--- src/rtl/stat_pkg.sv ---
package stat_pkg;
  localparam int INIT_W = 8;
  localparam int FLD_W  = INIT_W + 3;

  localparam logic [3:0] OP_FLT0 = 4'd0;
  localparam logic [3:0] OP_WIN  = 4'd1;
  localparam logic [3:0] OP_INFO = 4'd2;
  localparam logic [3:0] OP_ALL  = 4'd3;
  localparam logic [3:0] OP_ANY  = 4'd4;
  localparam logic [3:0] OP_REQ  = 4'd5;
  localparam logic [3:0] OP_RSP  = 4'd6;
  localparam logic [3:0] OP_BOTH = 4'd7;
  localparam logic [3:0] OP_EXT  = 4'd8;

  localparam logic [1:0] SEL_LEN   = 2'd0;
  localparam logic [1:0] SEL_PRESS = 2'd1;
  localparam logic [1:0] SEL_LAT   = 2'd2;

  // Pattern compare: bits with mask 0 are ignored.
  function automatic logic field_match(input logic [FLD_W-1:0] attr,
                                       input logic [FLD_W-1:0] mask,
                                       input logic [FLD_W-1:0] pat);
    return (attr & mask) == (pat & mask);
  endfunction
endpackage

--- src/rtl/stat_mask_filter.sv ---
module stat_mask_filter
  import stat_pkg::*;
#(
  parameter int NUM_FLT = 2
) (
  input  logic                     clk,
  input  logic                     rst_n,
  input  logic                     valid,
  input  logic                     global_en,
  input  logic [NUM_FLT-1:0]       stage_en,
  input  logic [FLD_W-1:0]         attr,
  input  logic [NUM_FLT*FLD_W-1:0] mask,
  input  logic [NUM_FLT*FLD_W-1:0] pat,
  output logic [NUM_FLT-1:0]       hit,
  output logic                     all_hit,
  output logic                     any_hit
);
  logic gate;
  assign gate = valid & global_en;

  for (genvar k = 0; k < NUM_FLT; k++) begin : g_stage
    logic eq;
    assign eq     = field_match(attr, mask[k*FLD_W +: FLD_W], pat[k*FLD_W +: FLD_W]);
    assign hit[k] = gate & stage_en[k] & eq;
  end

  assign all_hit = &hit;
  assign any_hit = |hit;

  AST_ALL_IMPLIES_ANY: assert property (@(posedge clk) disable iff (!rst_n)
    all_hit |-> any_hit);
  AST_NO_HIT_GLOBAL_OFF: assert property (@(posedge clk) disable iff (!rst_n)
    (!global_en || !valid) |-> (hit == '0));
endmodule

--- src/rtl/stat_window.sv ---
module stat_window
  import stat_pkg::*;
#(
  parameter int INFO_W = 12
) (
  input  logic              clk,
  input  logic              rst_n,
  input  logic              valid,
  input  logic [1:0]        info_sel,
  input  logic [INFO_W-1:0] len,
  input  logic [INFO_W-1:0] press,
  input  logic [INFO_W-1:0] lat,
  input  logic [INFO_W-1:0] lo,
  input  logic [INFO_W-1:0] hi,
  output logic [INFO_W-1:0] sel_info,
  output logic              win_hit
);
  always_comb begin
    case (info_sel)
      SEL_LEN:   sel_info = len;
      SEL_PRESS: sel_info = press;
      SEL_LAT:   sel_info = lat;
      default:   sel_info = '0;
    endcase
  end

  logic above_lo, below_hi;
  assign above_lo = (sel_info >= lo);
  assign below_hi = (sel_info <= hi);
  assign win_hit  = valid & above_lo & below_hi;

  AST_EMPTY_WINDOW: assert property (@(posedge clk) disable iff (!rst_n)
    (lo > hi) |-> !win_hit);
  AST_ZERO_SELECT: assert property (@(posedge clk) disable iff (!rst_n)
    (info_sel == 2'd3) |-> (sel_info == '0));
endmodule

--- src/rtl/stat_accum.sv ---
module stat_accum
  import stat_pkg::*;
#(
  parameter int CNT_W   = 16,
  parameter int INFO_W  = 12,
  parameter int HIT_W   = 4,
  parameter int NUM_EXT = 4
) (
  input  logic                 clk,
  input  logic                 rst_n,
  input  logic                 clr,
  input  logic [3:0]           op_sel,
  input  logic                 flt_hit0,
  input  logic                 all_hit,
  input  logic                 any_hit,
  input  logic                 win_hit,
  input  logic [INFO_W-1:0]    sel_info,
  input  logic [HIT_W-1:0]     req_hits,
  input  logic [HIT_W-1:0]     rsp_hits,
  input  logic [NUM_EXT-1:0]   ext_evt,
  input  logic [(NUM_EXT>1 ? $clog2(NUM_EXT) : 1)-1:0] ext_sel,
  output logic [CNT_W-1:0]     count
);
  localparam int ADD_W = (INFO_W > HIT_W + 1) ? INFO_W : HIT_W + 1;
  localparam int SUM_W = CNT_W + 1;

  logic [ADD_W-1:0] inc;
  logic [SUM_W-1:0] sum;
  logic             ext_hit;
  logic [CNT_W-1:0] count_q;

  always_comb begin
    if (int'(ext_sel) < NUM_EXT) ext_hit = ext_evt[ext_sel];
    else                         ext_hit = 1'b0;
  end

  always_comb begin
    case (op_sel)
      OP_FLT0: inc = ADD_W'(flt_hit0);
      OP_WIN:  inc = ADD_W'(win_hit);
      OP_INFO: inc = flt_hit0 ? ADD_W'(sel_info) : '0;
      OP_ALL:  inc = ADD_W'(all_hit);
      OP_ANY:  inc = ADD_W'(any_hit);
      OP_REQ:  inc = ADD_W'(req_hits);
      OP_RSP:  inc = ADD_W'(rsp_hits);
      OP_BOTH: inc = ADD_W'({1'b0, req_hits} + {1'b0, rsp_hits});
      OP_EXT:  inc = ADD_W'(ext_hit);
      default: inc = '0;
    endcase
  end

  assign sum = {1'b0, count_q} + SUM_W'(inc);

  always_ff @(posedge clk or negedge rst_n) begin
    if (!rst_n)           count_q <= '0;
    else if (clr)         count_q <= '0;
    else if (sum[CNT_W])  count_q <= '1;
    else                  count_q <= sum[CNT_W-1:0];
  end

  assign count = count_q;

  AST_CLR_ZERO: assert property (@(posedge clk) disable iff (!rst_n)
    clr |=> (count == '0));
  AST_NO_OVERFLOW: assert property (@(posedge clk) disable iff (!rst_n)
    !clr |=> (count >= $past(count)));
  AST_HOLD_RESERVED: assert property (@(posedge clk) disable iff (!rst_n)
    (!clr && op_sel > OP_EXT) |=> $stable(count));
  AST_FLT0_IDLE: assert property (@(posedge clk) disable iff (!rst_n)
    (!clr && op_sel == OP_FLT0 && !flt_hit0) |=> $stable(count));
endmodule

--- src/rtl/stat_filter_counter.sv ---
module stat_filter_counter
  import stat_pkg::*;
#(
  parameter int NUM_FLT = 2,
  parameter int CNT_W   = 16,
  parameter int INFO_W  = 12,
  parameter int HIT_W   = 4,
  parameter int NUM_EXT = 4,
  localparam int EXT_SEL_W = (NUM_EXT > 1) ? $clog2(NUM_EXT) : 1
) (
  input  logic                     clk,
  input  logic                     rst_n,
  input  logic                     clr,
  input  logic                     txn_valid,
  input  logic                     txn_rd,
  input  logic                     txn_wr,
  input  logic [INIT_W-1:0]        txn_init,
  input  logic                     txn_err,
  input  logic [INFO_W-1:0]        info_len,
  input  logic [INFO_W-1:0]        info_press,
  input  logic [INFO_W-1:0]        info_lat,
  input  logic [HIT_W-1:0]         req_hits,
  input  logic [HIT_W-1:0]         rsp_hits,
  input  logic [NUM_EXT-1:0]       ext_evt,
  input  logic                     flt_global_en,
  input  logic [NUM_FLT-1:0]       flt_stage_en,
  input  logic [NUM_FLT*FLD_W-1:0] flt_mask,
  input  logic [NUM_FLT*FLD_W-1:0] flt_match,
  input  logic [INFO_W-1:0]        thr_min,
  input  logic [INFO_W-1:0]        thr_max,
  input  logic [1:0]               info_sel,
  input  logic [3:0]               op_sel,
  input  logic [EXT_SEL_W-1:0]     ext_sel,
  output logic [CNT_W-1:0]         count
);
  logic [FLD_W-1:0]   attr;
  logic [NUM_FLT-1:0] flt_hit;
  logic               all_hit, any_hit, win_hit;
  logic [INFO_W-1:0]  sel_info;

  assign attr = {txn_rd, txn_wr, txn_init, txn_err};

  stat_mask_filter #(.NUM_FLT(NUM_FLT)) u_filter (
    .clk       (clk),
    .rst_n     (rst_n),
    .valid     (txn_valid),
    .global_en (flt_global_en),
    .stage_en  (flt_stage_en),
    .attr      (attr),
    .mask      (flt_mask),
    .pat       (flt_match),
    .hit       (flt_hit),
    .all_hit   (all_hit),
    .any_hit   (any_hit)
  );

  stat_window #(.INFO_W(INFO_W)) u_window (
    .clk      (clk),
    .rst_n    (rst_n),
    .valid    (txn_valid),
    .info_sel (info_sel),
    .len      (info_len),
    .press    (info_press),
    .lat      (info_lat),
    .lo       (thr_min),
    .hi       (thr_max),
    .sel_info (sel_info),
    .win_hit  (win_hit)
  );

  stat_accum #(
    .CNT_W   (CNT_W),
    .INFO_W  (INFO_W),
    .HIT_W   (HIT_W),
    .NUM_EXT (NUM_EXT)
  ) u_accum (
    .clk      (clk),
    .rst_n    (rst_n),
    .clr      (clr),
    .op_sel   (op_sel),
    .flt_hit0 (flt_hit[0]),
    .all_hit  (all_hit),
    .any_hit  (any_hit),
    .win_hit  (win_hit),
    .sel_info (sel_info),
    .req_hits (req_hits),
    .rsp_hits (rsp_hits),
    .ext_evt  (ext_evt),
    .ext_sel  (ext_sel),
    .count    (count)
  );

  AST_STAGE0_NEEDS_VALID: assert property (@(posedge clk) disable iff (!rst_n)
    flt_hit[0] |-> (txn_valid && flt_stage_en[0]));
endmodule

--- config.mk ---
export PLATFORM = sky130hd
export DESIGN_NAME = stat_filter_counter
export DESIGN_NICKNAME = d
export VERILOG_FILES = /design/src/rtl/stat_pkg.sv /design/src/rtl/stat_mask_filter.sv /design/src/rtl/stat_window.sv /design/src/rtl/stat_accum.sv /design/src/rtl/stat_filter_counter.sv
export SDC_FILE = /design/constraint.sdc
export NUM_CORES = 1
export LEC_CHECK = 0
export ABC_AREA = 1
export ABC_CLOCK_PERIOD_IN_PS = 1900
export BUFFER_PORTS_ARGS = -buffer_cell sky130_fd_sc_hd__clkbuf_2
export CORE_ASPECT_RATIO = 0.8
export CORE_UTILIZATION = 44
export CTS_CLUSTER_DIAMETER = 30
export DETAILED_ROUTE_END_ITERATION = 6
export HOLD_SLACK_MARGIN = 0.06
export PLACE_DENSITY = 0.8
export SYNTH_ARGS = -nofsm -noshare
export SYNTH_HDL_FRONTEND = slang
export SYNTH_HIERARCHICAL = 1
export SYNTH_SLANG_ARGS = --single-unit
--- constraint.sdc ---
create_clock -name clk -period 1.9 [get_ports clk]
set_clock_uncertainty 0.1 [all_clocks]
set_input_delay 0.095 -clock clk [delete_from_list [all_inputs] [get_ports clk]]
set_output_delay 0.095 -clock clk [all_outputs]
set_load 0.02 [all_outputs]
# [Word level (Yosys, flattened, before mapping)]
# Cells that the tools add are included.
[classes] addsub=2 n_lt_le_gt_ge=3 n_eq_ne=12 mux=7 bitwise_logic=11 reduce_logical=4
[op_table] op="$pmux W12 S9" n=1
[op_table] op="$and A11 B11 Y11" n=4
[op_table] op="$pmux W12 S3" n=1
[op_table] op="$mux W16" n=2
[op_table] op="$eq A11 B11 Y1" n=2
[op_table] op="$add A16 B12 Y17" n=1
[op_table] op="$eq A4 B3 Y1 const B" n=4
[op_table] op="$ge A12 B12 Y1" n=1
[op_table] op="$le A12 B12 Y1" n=1
[op_table] op="$mux W12" n=1
[op_table] op="$eq A4 B2 Y1 const B" n=2
[op_table] op="$and A1 B1 Y1" n=7
[op_table] op="$add A4 B4 Y5" n=1
[op_table] op="$eq A4 B1 Y1 const B" n=1
[op_table] op="$eq A4 B4 Y1 const B" n=1
[op_table] op="$logic_not A4 Y1" n=1
[op_table] op="$lt A2 B3 Y1 const B" n=1
[op_table] op="$bmux W1 S2" n=1
[op_table] op="$eq A2 B1 Y1 const B" n=1
[op_table] op="$eq A2 B2 Y1 const B" n=1
[op_table] op="$logic_not A2 Y1" n=1
[op_table] op="$reduce_and A2 Y1" n=1
[op_table] op="$reduce_or A2 Y1" n=1
[op_table] op="$mux W1" n=1
[totals] ff_bits=16 inputBits=142 out_inout_bits=16

# [Depth between registers and ports, before layout]
[depth] word_depth=9 ltp_mapped=32 depth_no_buf=31

# [By module]
# The synthesis kept the hierarchy.
[modules_own_cells] module="stat_accum" n_inst=1 cells_each=297 area_each_um2=1869.3
[modules_own_cells] module="stat_window" n_inst=1 cells_each=173 area_each_um2=900.9
[modules_own_cells] module="stat_mask_filter" n_inst=1 cells_each=124 area_each_um2=520.5

# [Least setup slack after synthesis]
# OpenSTA, ideal clock, no wires.
[synth_path] path_type="input to register" startpoint="input port info_sel[1]" endpoint="register u_accum.count_q[15], in the netlist u_accum/count[15]" t_arrival_ns=3.049 t_required_ns=1.686 path_slack_ns=-1.364 cell_stages=29 path_buffers=2 cell_sequence="inv_1 > nand2_1 > inv_1 > buf_2 > nand2_1 > nand3_1 > ha_1 > nand2_1 > nor2_1 > nand2_1 > a21oi_1 > nor2_1 > nor2_1 > nor2_1 > nand2_1 > nand3_1 > a21oi_1 > nand3_1 > ha_1 > fa_1 > nand2_1 > nand2_1 > nand3_2 > nand2_4 > a21oi_4 > buf_6 > nand3_2 > nand2_1 > inv_1"
[synth_via] elab_chain_cells=9
[synth_lines] element="start, declared" line="stat_filter_counter.sv:31" source="input logic [1:0] info_sel,"
[synth_lines] element="$eq A2 B2 Y1, or another cell as far along" line="stat_window.sv:19" source="case (info_sel)"
[synth_lines] element="$pmux W12 S3 (*)" line="stat_window.sv:19"
[synth_lines] element="net sel_info[11]" line="stat_filter_counter.sv:39" source="logic [INFO_W-1:0] sel_info;"
[synth_lines] element="$ge A12 B12 Y1" line="stat_window.sv:28" source="assign above_lo = (sel_info >= lo);"
[synth_lines] element="$and A1 B1 Y1" line="stat_window.sv:30" source="assign win_hit = valid & above_lo & below_hi;"
[synth_lines] element="$and A1 B1 Y1 (*)" line="stat_window.sv:30"
[synth_lines] element="net win_hit" line="stat_filter_counter.sv:38" source="logic all_hit, any_hit, win_hit;"
[synth_lines] element="$pmux W12 S9 (*)" line="stat_accum.sv:38" source="case (op_sel)"
[synth_lines] element="$add A16 B12 Y17 (*)" line="stat_accum.sv:52" source="assign sum = {1'b0, count_q} + SUM_W'(inc);"
[synth_lines] element="$mux W16 (*)" line="stat_accum.sv:57" source="else if (sum[CNT_W]) count_q <= '1;"
[synth_lines] element="$mux W16 (*)" line="stat_accum.sv:56" source="else if (clr) count_q <= '0;"
[synth_lines] element="end signal, assigned" line="stat_accum.sv:58" source="else count_q <= sum[CNT_W-1:0];"
[synth_lines] element="end, declared" line="stat_accum.sv:30" source="logic [CNT_W-1:0] count_q;"
# The timed path passes the listed nets; every way through them passes the cells marked *.

# [Worst setup path after layout]
[layout_path] startpoint="input port info_sel[0]" endpoint="register u_accum.count_q[12], in the netlist u_accum/count[12]"
# Same word-level chain as after synthesis.

==> flow_summary.yaml <==
outcome:
  status: "finished, violations left"
  violations: "setup timing"
final_layout:
  fillers: 549
  n_antenna_cell: 0
  largest_reg_flops: 16
  fin_nets: 1011
  stdcell_count: 912
  drive_gt1_frac: 0.389
  multiInputGateArea_um2: 2780
  seq_area_um2: 400
  syn_to_final_growth_pct: 60.1
  final_area_um2: 5260
cts:
  insertion_delay_ps: 250
  cts_tree: "done"
  path_clk_slew_ps: 70
  htree_levels: 1
  root_buffer: "clkbuf_8"
  clockBufferDepth: 2
  cts_buffers: 3
  cts.sinks: 16
placement:
  portBuffers: 157
  post_dp_cell_area_um2: 4810
  gp_congestion: 0.958
  place_inst: 896
  pre_cts_slack_ps: -1940
  hpwl_um: 9090
global_routing:
  grt_pass1_vias: 4469
  grt_pass1_wl_um: 18500
  grt_max_degree: 17
  antenna_found_initial: 0
  track_usage: 0.288
  grt_overflow: 0
logic_synthesis:
  netlist_instances: 593
  syn_area_um2: 3290
  ys_warn_count: 6
  syn-num-nets: 777
  syn_area_per_cell_um2: 5.54
floorplanning:
  start_util: 0.466
  die_h_um: 79.3
  die_w_um: 98.6
  ioPinCount: 158
  core-area_um2: 7060
  num_rows: 27
  die_area_um2: 7820
sta:
  timing.final.max_slew_violations: 0
  fmax_mhz: 301
  slew_headroom: 0.721
  fin_ws_ps: -1430
  setup_violations: 16
  rsz0062_at_grt: "yes"
  setup_tns_ps: -21800
  worst_pin_slew_ps: 418
  period_share: 1.75
  hold_viol: 0
  fin_crit_ps: 3330
power_and_ir_drop:
  p_leak_nw: 3.37
  powerDensity_nw_per_um2: 276
  vdd_drop_max_mv: 0.192
worst_setup_path:
  arrival_ps: 3370
  path_class: "primary input to register"
  critPathMaxStageDelay_ps: 350
  cpLargestDelayFamily: "simple AND/OR/NAND/NOR gates"
  end_kind: "register"
  cp_slowest_cell: "fa_2"
  path_max_fanout: 11
  path_buf_inv: 5
  crit_required_ps: 1940
  startpoint_type: "primary input"
worst_hold_path:
  hp-class: "primary input to asynchronous set/reset pin"
routing:
  antenna_left: 0
  via_count: 4481
  drc_errors: 0
  dr.pass1.iters: 5
  wl_per_cell_um: 12.6
  routed_wl_um: 11500
  via_per_inst: 4.91
  drtIter0Drc: 247
run:
  maxCapViolCount: 0
## worst paths after layout
check / cells after the start / startpoint / slack (ps) / endpoint
setup / recovery: 29 / info_sel[0] / -1430 / u_accum/count[12]
hold / removal: 2 / rst_n / 200 / u_accum/count[7]
setup reg to reg: 11 / u_accum/count[0] / -130 / u_accum/count[12]
hold reg to reg: 3 / u_accum/count[13] / 550 / u_accum/count[13]
max in group asynchronous: 2 / rst_n / 1210 / u_accum/count[12]
min in group clk: 6 / op_sel[3] / 350 / u_accum/count[0]
## per-stage QoR
step | utilization | total power [mW] | hold WS [ps]
floorplan | - | 0.728 | -301
finish | 0.745 | 1.45 | 202
detailed placement | 0.681 | 1.06 | -44.7
global placement | 0.681 | 1.03 | -54.8
global route | 0.745 | 1.57 | 237
CTS | 0.726 | 1.41 | 219
## report_power, final
part	leakage, nW	internal [mW]	total, mW	switching, mW
Clock	0.0216	0.141	0.266	0.125
Sequential	0.222	0.348	0.356	0.00761
Combinational	3.13	0.407	0.829	0.422
## per-layer routing
| layer | routed length (um) | share of wire | vias to the layer above | global-route usage |
|---|---|---|---|---|
| li1 | - | - | 2286 | - |
| met1 | 4810 | 0.42 | 2005 | 0.335 |
| met2 | 5760 | 0.50 | 174 | 0.558 |
| met3 | 720 | 0.063 | 16 | 0.0326 |
| met4 | 167 | 0.015 | 0 | 0.0806 |
| met5 | 0 | 0 | - | 0 |
## cell type report
type                    instances  share of cell area
inverters                     132              0.0980
flip-flops and latches         16              0.0761
clock buffers                   3             0.00785
repair buffers                234               0.270
multi-input cells             440               0.528
well taps                      87              0.0207
## timing repair
item                                   CTS  global route
pin swaps                               12             6
setup buffers                            8             3
setup endpoints to repair               16            16
gates resized for setup                 40            14
hold buffers                             2             0
endpoints found under the hold margin   21             0
## cell usage in the layout, fill, tap and decap left out, types with 13 or more instances in the layout
| master | count |
|---|---|
| ha_4 | 13 |
| a21oi_1 | 20 |
| nand2_2 | 20 |
| dfrtp_1 | 16 |
| clkbuf_2 | 155 |
| nor2_1 | 46 |
| nand2_1 | 189 |
| ha_1 | 27 |
| inv_1 | 125 |
| buf_4 | 71 |
| nand3_1 | 42 |
Power figures use the tool's default switching activity.
